File: src/rtl/scu_pkg.sv
// Package: shared constants for the key-protected control register file.
// Assumes word indexing; all map positions derive from these bases.
package scu_pkg;
    localparam int          DW            = 32;
    localparam logic [31:0] UNLOCK_KEY    = 32'h1688_A8A8;
    localparam int          KEY_IDX       = 0;
    localparam int          RST_BASE      = 16;
    localparam int          RST_STRIDE    = 4;
    localparam int          STRAP_BASE    = 320;
    localparam int          STRAP_STRIDE  = 4;
    localparam int          GUARD_OFFSET  = 2;
endpackage

File: src/rtl/scu_addr_dec.sv
// Module: scu_addr_dec
// Decodes a word index into one-hot register hits plus an in-range flag.
// Assumes every mapped index lies below NUM_WORDS and fits in ADDR_W bits.
module scu_addr_dec
    import scu_pkg::*;
#(
    parameter int ADDR_W    = 10,
    parameter int NUM_WORDS = 384,
    parameter int NUM_RST   = 2,
    parameter int NUM_STRAP = 2
) (
    input  logic                 clk,
    input  logic                 rst_n,
    input  logic [ADDR_W-1:0]    addr,
    input  logic                 strobe,
    output logic                 in_range,
    output logic                 hit_key,
    output logic [NUM_RST-1:0]   hit_rst_set,
    output logic [NUM_RST-1:0]   hit_rst_clr,
    output logic [NUM_STRAP-1:0] hit_strap_set,
    output logic [NUM_STRAP-1:0] hit_strap_clr,
    output logic [NUM_STRAP-1:0] hit_guard
);
    localparam int PAD_W = 32 - ADDR_W;

    // Range check against the implemented word count.
    assign in_range = ({{PAD_W{1'b0}}, addr} < 32'(NUM_WORDS));
    // Key register hit.
    assign hit_key  = (addr == ADDR_W'(KEY_IDX));

    genvar i;
    generate
        for (i = 0; i < NUM_RST; i++) begin : g_rst
            // Set and clear aliases of one reset-control word.
            assign hit_rst_set[i] = (addr == ADDR_W'(RST_BASE + RST_STRIDE*i));
            assign hit_rst_clr[i] = (addr == ADDR_W'(RST_BASE + RST_STRIDE*i + 1));
        end
        for (i = 0; i < NUM_STRAP; i++) begin : g_strap
            // Set, clear and guard addresses of one strap.
            assign hit_strap_set[i] = (addr == ADDR_W'(STRAP_BASE + STRAP_STRIDE*i));
            assign hit_strap_clr[i] = (addr == ADDR_W'(STRAP_BASE + STRAP_STRIDE*i + 1));
            assign hit_guard[i]     = (addr == ADDR_W'(STRAP_BASE + STRAP_STRIDE*i + GUARD_OFFSET));
        end
    endgenerate

    AST_HIT_EXCLUSIVE: assert property (@(posedge clk) disable iff (!rst_n)
        strobe |-> $onehot0({hit_key, hit_rst_set, hit_rst_clr, hit_strap_set, hit_strap_clr, hit_guard}));
    AST_HIT_IN_RANGE: assert property (@(posedge clk) disable iff (!rst_n)
        (strobe && (hit_key || (|hit_rst_set) || (|hit_strap_set) || (|hit_guard))) |-> in_range);
endmodule

File: src/rtl/scu_setclr_reg.sv
// Module: scu_setclr_reg
// One word with a write-1-to-set path and a write-1-to-clear path.
// Both paths are frozen while `freeze` is high; tie it low when unused.
module scu_setclr_reg
    import scu_pkg::*;
#(
    parameter logic [31:0] INIT = 32'h0
) (
    input  logic          clk,
    input  logic          rst_n,
    input  logic          wr_en,
    input  logic          set_hit,
    input  logic          clr_hit,
    input  logic          freeze,
    input  logic [DW-1:0] wdata,
    output logic [DW-1:0] q
);
    // Applies set or clear writes unless frozen.
    always_ff @(posedge clk) begin
        if (!rst_n) begin
            q <= INIT;
        end else if (wr_en && !freeze) begin
            if (set_hit)      q <= q | wdata;
            else if (clr_hit) q <= q & ~wdata;
        end
    end

    AST_SET_OR: assert property (@(posedge clk) disable iff (!rst_n)
        (wr_en && set_hit && !freeze) |=> ((q & $past(wdata)) == $past(wdata)));
    AST_CLR_AND: assert property (@(posedge clk) disable iff (!rst_n)
        (wr_en && clr_hit && !freeze) |=> ((q & $past(wdata)) == '0));
    AST_FROZEN: assert property (@(posedge clk) disable iff (!rst_n)
        (wr_en && freeze) |=> $stable(q));
endmodule

File: src/rtl/scu_keyreg_top.sv
// Module: scu_keyreg_top
// Key-protected control register file: key lock, reset-control set/clear
// words, guarded strap words, registered readback and a one-cycle error pulse.
// Assumes at most one of wr_en / rd_en per cycle.
module scu_keyreg_top
    import scu_pkg::*;
#(
    parameter int                        ADDR_W     = 10,
    parameter int                        NUM_WORDS  = 384,
    parameter int                        NUM_RST    = 2,
    parameter int                        NUM_STRAP  = 2,
    parameter logic [NUM_STRAP*32-1:0]   STRAP_INIT = {32'h0000_00F0, 32'h1234_5601}
) (
    input  logic              clk,
    input  logic              rst_n,
    input  logic              wr_en,
    input  logic              rd_en,
    input  logic [ADDR_W-1:0] addr,
    input  logic [DW-1:0]     wdata,
    output logic [DW-1:0]     rdata,
    output logic              err
);
    logic                 in_range, hit_key;
    logic [NUM_RST-1:0]   hit_rst_set, hit_rst_clr;
    logic [NUM_STRAP-1:0] hit_strap_set, hit_strap_clr, hit_guard;
    logic                 unlocked_q;
    logic                 wr_ok;
    logic [DW-1:0]        rst_q   [NUM_RST];
    logic [DW-1:0]        strap_q [NUM_STRAP];
    logic [DW-1:0]        guard_q [NUM_STRAP];
    logic [DW-1:0]        rd_val;

    scu_addr_dec #(
        .ADDR_W(ADDR_W), .NUM_WORDS(NUM_WORDS),
        .NUM_RST(NUM_RST), .NUM_STRAP(NUM_STRAP)
    ) i_dec (
        .clk(clk), .rst_n(rst_n), .addr(addr), .strobe(wr_en | rd_en),
        .in_range(in_range), .hit_key(hit_key),
        .hit_rst_set(hit_rst_set), .hit_rst_clr(hit_rst_clr),
        .hit_strap_set(hit_strap_set), .hit_strap_clr(hit_strap_clr),
        .hit_guard(hit_guard)
    );

    assign wr_ok = wr_en && in_range;

    // Lock state follows the most recent key write.
    always_ff @(posedge clk) begin
        if (!rst_n)                unlocked_q <= 1'b0;
        else if (wr_ok && hit_key) unlocked_q <= (wdata == UNLOCK_KEY);
    end

    genvar i;
    generate
        for (i = 0; i < NUM_RST; i++) begin : g_rst
            scu_setclr_reg #(.INIT(32'h0)) i_rst (
                .clk(clk), .rst_n(rst_n), .wr_en(wr_ok),
                .set_hit(hit_rst_set[i]), .clr_hit(hit_rst_clr[i]),
                .freeze(1'b0), .wdata(wdata), .q(rst_q[i])
            );
        end
        for (i = 0; i < NUM_STRAP; i++) begin : g_strap
            scu_setclr_reg #(.INIT(STRAP_INIT[i*32 +: 32])) i_strap (
                .clk(clk), .rst_n(rst_n), .wr_en(wr_ok),
                .set_hit(hit_strap_set[i]), .clr_hit(hit_strap_clr[i]),
                .freeze(guard_q[i] != '0), .wdata(wdata), .q(strap_q[i])
            );
            // Plain read/write guard word for this strap.
            always_ff @(posedge clk) begin
                if (!rst_n)                     guard_q[i] <= '0;
                else if (wr_ok && hit_guard[i]) guard_q[i] <= wdata;
            end
        end
    endgenerate

    // Readback mux; clear aliases return their base word.
    always_comb begin
        rd_val = '0;
        if (hit_key) rd_val = {{(DW-1){1'b0}}, unlocked_q};
        for (int k = 0; k < NUM_RST; k++)
            if (hit_rst_set[k] || hit_rst_clr[k]) rd_val = rst_q[k];
        for (int k = 0; k < NUM_STRAP; k++) begin
            if (hit_strap_set[k] || hit_strap_clr[k]) rd_val = strap_q[k];
            if (hit_guard[k])                         rd_val = guard_q[k];
        end
    end

    // Registered read data, held between reads.
    always_ff @(posedge clk) begin
        if (!rst_n)     rdata <= '0;
        else if (rd_en) rdata <= in_range ? rd_val : '0;
    end

    // Error pulse for out-of-range accesses and locked writes.
    always_ff @(posedge clk) begin
        if (!rst_n) err <= 1'b0;
        else        err <= ((wr_en || rd_en) && !in_range) ||
                           (wr_ok && !hit_key && !unlocked_q);
    end

    AST_ONE_STROBE: assert property (@(posedge clk) disable iff (!rst_n)
        !(wr_en && rd_en));
    AST_KEY_OPEN: assert property (@(posedge clk) disable iff (!rst_n)
        (wr_en && addr == '0 && wdata == UNLOCK_KEY) |=> unlocked_q);
    AST_KEY_SHUT: assert property (@(posedge clk) disable iff (!rst_n)
        (wr_en && addr == '0 && wdata != UNLOCK_KEY) |=> !unlocked_q);
    AST_LOCK_FLAG: assert property (@(posedge clk) disable iff (!rst_n)
        (wr_en && in_range && addr != '0 && !unlocked_q) |=> err);
    AST_OOB_FLAG: assert property (@(posedge clk) disable iff (!rst_n)
        ((wr_en || rd_en) && !in_range) |=> err);
    AST_OOB_ZERO: assert property (@(posedge clk) disable iff (!rst_n)
        (rd_en && !in_range) |=> (rdata == '0));
    AST_RDATA_HOLD: assert property (@(posedge clk) disable iff (!rst_n)
        (!rd_en) |=> $stable(rdata));
endmodule

File: config.mk
export PLATFORM = sky130hd
export DESIGN_NAME = scu_keyreg_top
export DESIGN_NICKNAME = d
export VERILOG_FILES = /design/src/rtl/scu_pkg.sv /design/src/rtl/scu_addr_dec.sv /design/src/rtl/scu_setclr_reg.sv /design/src/rtl/scu_keyreg_top.sv
export SDC_FILE = /design/constraint.sdc
export NUM_CORES = 1
export LEC_CHECK = 0
export BUFFER_PORTS_ARGS = -buffer_cell sky130_fd_sc_hd__buf_2
export CAP_MARGIN = 20
export CORE_MARGIN = 2
export CORE_UTILIZATION = 61
export CTS_CLUSTER_SIZE = 20
export DETAILED_ROUTE_END_ITERATION = 7
export PLACE_DENSITY_LB_ADDON = 0.05
export SYNTH_ARGS = -nofsm -noshare
export SYNTH_HDL_FRONTEND = slang
export SYNTH_SLANG_ARGS = --single-unit
File: constraint.sdc
create_clock -name clk -period 3.37 [get_ports clk]
set_input_delay 0.8425 -clock clk [delete_from_list [all_inputs] [get_ports clk]]
set_output_delay 0.8425 -clock clk [all_outputs]
set_load 0.1 [all_outputs]
==> results.cfg <==
[floorplan]
placeableCoreArea_um2 = 18100
initial_standard_cell_utilization_of_the_core_pct = 62.5
chipHeight_um = 140
die_span_in_x_um = 140
die_outline_area_um2 = 19600
fp-row-count = 49
ports_placed_on_the_boundary = 79

[setup_path]
required_ns = 3.78
worstSetupStartpointType = flop
crit_fanout = 32
worst_ep_arrival_time_ns = 3.00
worst_setup_path_end_kind = flop
critical_path_class = reg2reg

[sta]
fin_worst_hold_slack_ns = 0.464
achievable-frequency_mhz = 386
slew_viol_final = 0
final.setup.tns_ns = 0
worst_slew_margin_rel_pct = 32.9
report.final.hold_viol_count = 0
rsz0062_at_grt = false
setup_slack_ns = 0.780
actual_slew_at_the_worst_max_slew_pin_ns = 1.01
final_min_period_over_clock_period_pct = 76.8
setup_viol_count_final = 0
finalCriticalPeriod_ns = 2.59
clock_skew_ns = 0.00676

[cts]
cts_inserted_buffers = 25
clock_sink_count = 226
cts.hold.buffers_added = 0
clk_path_buf_depth = 3
worst_skew_pair.late_latency_ns = 0.52
ctsResizeCount = 0
cts_tree = done
clk_root_buffer_cell = sky130_fd_sc_hd__clkbuf_16
cts_setup_buffers = 0
clk_pin_slew_ns = 0.06
h-tree-depth = 1

[global_routing]
groute.usage.overall_pct = 33.7
grt_start_max_net_pins = 66
grt_pass1_vias = 8589
grt_pass1_wl_mm = 52.0
grt_antenna_before_repair = 0
global_route.overflow_total = 0

[cells_and_area]
final_net_count = 1223
layoutNonFillerInstCount = 1422
antenna_cells_inserted = 0
syn2layout_area_growth_pct = 10.9
drive_gt1_share_pct = 19.9

[route]
drt.antenna.violating_nets = 0
vias_per_cell = 6.80
routedWlPerCell_um = 23.6
drtPass1Iterations = 8
drt-total-wl_mm = 33.5
drt_first_iter_violations = 1167
remaining_drc_errors = 4
route.vias.total = 9673

[place]
placement.io_buffers = 78
globalplace.congestion = 0.971
preCtsSetupSlack_ns = 0.431
placedCellCount = 1379
hpwlAfterDp_mm = 22.9

[synth]
ys_async_sr_fraction_pct = 0
synth_ff_type = sky130_fd_sc_hd__dfxtp_1
ys_top_cells_by_area = sky130_fd_sc_hd__dfxtp_1 29%, sky130_fd_sc_hd__edfxtp_1 17%, sky130_fd_sc_hd__mux2i_1 5.3%
ys_ff_latch = 226
post_synth.cell_area_avg_um2 = 9.63
post_synth_inst_count = 1173
edff_count_synth = 64
net_count_after_synthesis = 1219
synthDistinctLibCells = 62
yosys.area.top_type = sky130_fd_sc_hd__dfxtp_1
netlist.area_leader.share_pct = 28.7
synthesis.area_um2 = 11300
ys_seq_area_share_pct = 45.7
synthesis.yosys.warnings = 0

[pwr]
p_total_w = 0.00610
peakVddDrop_v = 0.000532
cellLeakagePower_nw = 4.51
power.density_cell_area_nw_per_um2 = 487

[job]
cap_viol_max_count = 0

[outcome]
failed_checks = DRC
outcome = finished, violations left

[min_path]
worst_hold_path_type = reg2reg
==> layout make-up <==
| cell class | count | area (um2) |
|---|---|---|
| Clock buffer | 35 | 733 |
| Clock inverter | 8 | 121 |
| Fill cell | 1424 | 5550 |
| Inverter | 28 | 106 |
| Multi-Input combinational cell | 779 | 5380 |
| Sequential cell | 226 | 5160 |
| Tap cell | 229 | 287 |
| Timing Repair Buffer | 117 | 736 |
==> metrics by stage <==
step / area [um2] / util [%]
global placement: 11700 / 64.6
floorplan: 11300 / -
CTS: 12500 / 69.3
global route: 12500 / 69.3
finish: 12500 / 69.3
detailed placement: 11700 / 64.6
==> Yosys cell counts, types with 28 or more instances <==
| master | instances |
|---|---|
| sky130_fd_sc_hd__a311oi_2 | 28 |
| sky130_fd_sc_hd__and3_1 | 32 |
| sky130_fd_sc_hd__a31oi_1 | 48 |
| sky130_fd_sc_hd__and2_1 | 35 |
| sky130_fd_sc_hd__mux2i_1 | 60 |
| sky130_fd_sc_hd__clkbuf_1 | 66 |
| sky130_fd_sc_hd__inv_1 | 28 |
| sky130_fd_sc_hd__dfxtp_1 | 162 |
| sky130_fd_sc_hd__buf_2 | 63 |
| sky130_fd_sc_hd__nand3_1 | 39 |
| sky130_fd_sc_hd__nor2_1 | 58 |
| sky130_fd_sc_hd__a21oi_1 | 43 |
| sky130_fd_sc_hd__edfxtp_1 | 64 |
| sky130_fd_sc_hd__a311oi_1 | 51 |
| sky130_fd_sc_hd__nand2_1 | 82 |
| sky130_fd_sc_hd__o21ai_0 | 44 |
| sky130_fd_sc_hd__a21oi_2 | 29 |
==> worst max-delay path: stages, from the launching register on <==
cell and delay, ns:
sky130_fd_sc_hd__edfxtp_1 0.47, sky130_fd_sc_hd__nor4_1 0.78, sky130_fd_sc_hd__nand4_1 0.27, sky130_fd_sc_hd__nor3_4 0.21, sky130_fd_sc_hd__buf_4 0.36, sky130_fd_sc_hd__a311oi_1 0.16, sky130_fd_sc_hd__a31o_1 0.21
==> where the power goes <==
part | switching [W] | total [W] | internal [W] | leakage (nW)
registers | 0.0000432 | 0.00288 | 0.00283 | 1.91
clock network | 0.00110 | 0.00284 | 0.00174 | 0.420
logic | 0.000293 | 0.000385 | 0.0000925 | 2.18
==> layer usage <==
metal / vias up / GRT usage, % / part of all wire [%]
li1: 4444 / - / -
met4: 0 / 6.91 / 2.0
met2: 562 / 44.1 / 39
met5: - / 0 / 0
met1: 4610 / 55.4 / 46
met3: 57 / 8.31 / 13
==> logic make-up after synthesis <==
| logic type | share of synthesized area [%] |
|---|---|
| AO/OA/AOI/OAI | 26.8 |
| AND/OR/NAND/NOR | 15.3 |
| flip-flops | 45.7 |
| buffers and inverters | 6.94 |
| multiplexers | 5.32 |
==> worst paths after layout <==
| path | from | slack (ns) | depth (start not counted) | endpoint |
|---|---|---|---|---|
| min | flop | 0.46 | 2 | flop |
| max | guard_q[1][10] | 0.78 | 6 | flop |
| min reg2reg | flop | 0.46 | 2 | flop |
| max reg2reg | guard_q[1][10] | 0.78 | 6 | flop |
==> cell usage in the layout, fill, tap and decap left out, types with 4 or more instances in the layout <==
cell,count
sky130_fd_sc_hd__a31oi_1,48
sky130_fd_sc_hd__mux2i_1,60
sky130_fd_sc_hd__edfxtp_1,64
sky130_fd_sc_hd__nor2_2,6
sky130_fd_sc_hd__nor3_4,4
sky130_fd_sc_hd__a221oi_1,4
sky130_fd_sc_hd__a21oi_1,43
sky130_fd_sc_hd__a22o_1,4
sky130_fd_sc_hd__dfxtp_1,162
sky130_fd_sc_hd__a211o_1,4
sky130_fd_sc_hd__nand2_1,82
sky130_fd_sc_hd__nor4_1,20
sky130_fd_sc_hd__a211oi_1,4
sky130_fd_sc_hd__inv_1,27
sky130_fd_sc_hd__nand4_1,5
sky130_fd_sc_hd__nor3_1,11
sky130_fd_sc_hd__o31ai_1,26
sky130_fd_sc_hd__buf_4,36
sky130_fd_sc_hd__a21oi_2,29
sky130_fd_sc_hd__clkbuf_8,7
sky130_fd_sc_hd__nor2_1,53
sky130_fd_sc_hd__o21ai_0,44
sky130_fd_sc_hd__and3_1,32
sky130_fd_sc_hd__and2_1,35
sky130_fd_sc_hd__buf_12,4
sky130_fd_sc_hd__o22ai_1,26
sky130_fd_sc_hd__a311oi_1,51
sky130_fd_sc_hd__a22oi_1,26
sky130_fd_sc_hd__a311oi_2,28
sky130_fd_sc_hd__a21boi_0,25
sky130_fd_sc_hd__a31o_1,26
sky130_fd_sc_hd__nor4b_1,5
sky130_fd_sc_hd__clkbuf_16,25
sky130_fd_sc_hd__buf_2,77
sky130_fd_sc_hd__nand3_1,39
sky130_fd_sc_hd__nor2b_1,5
sky130_fd_sc_hd__clkinv_2,4
(Power assumes the default switching activity.)
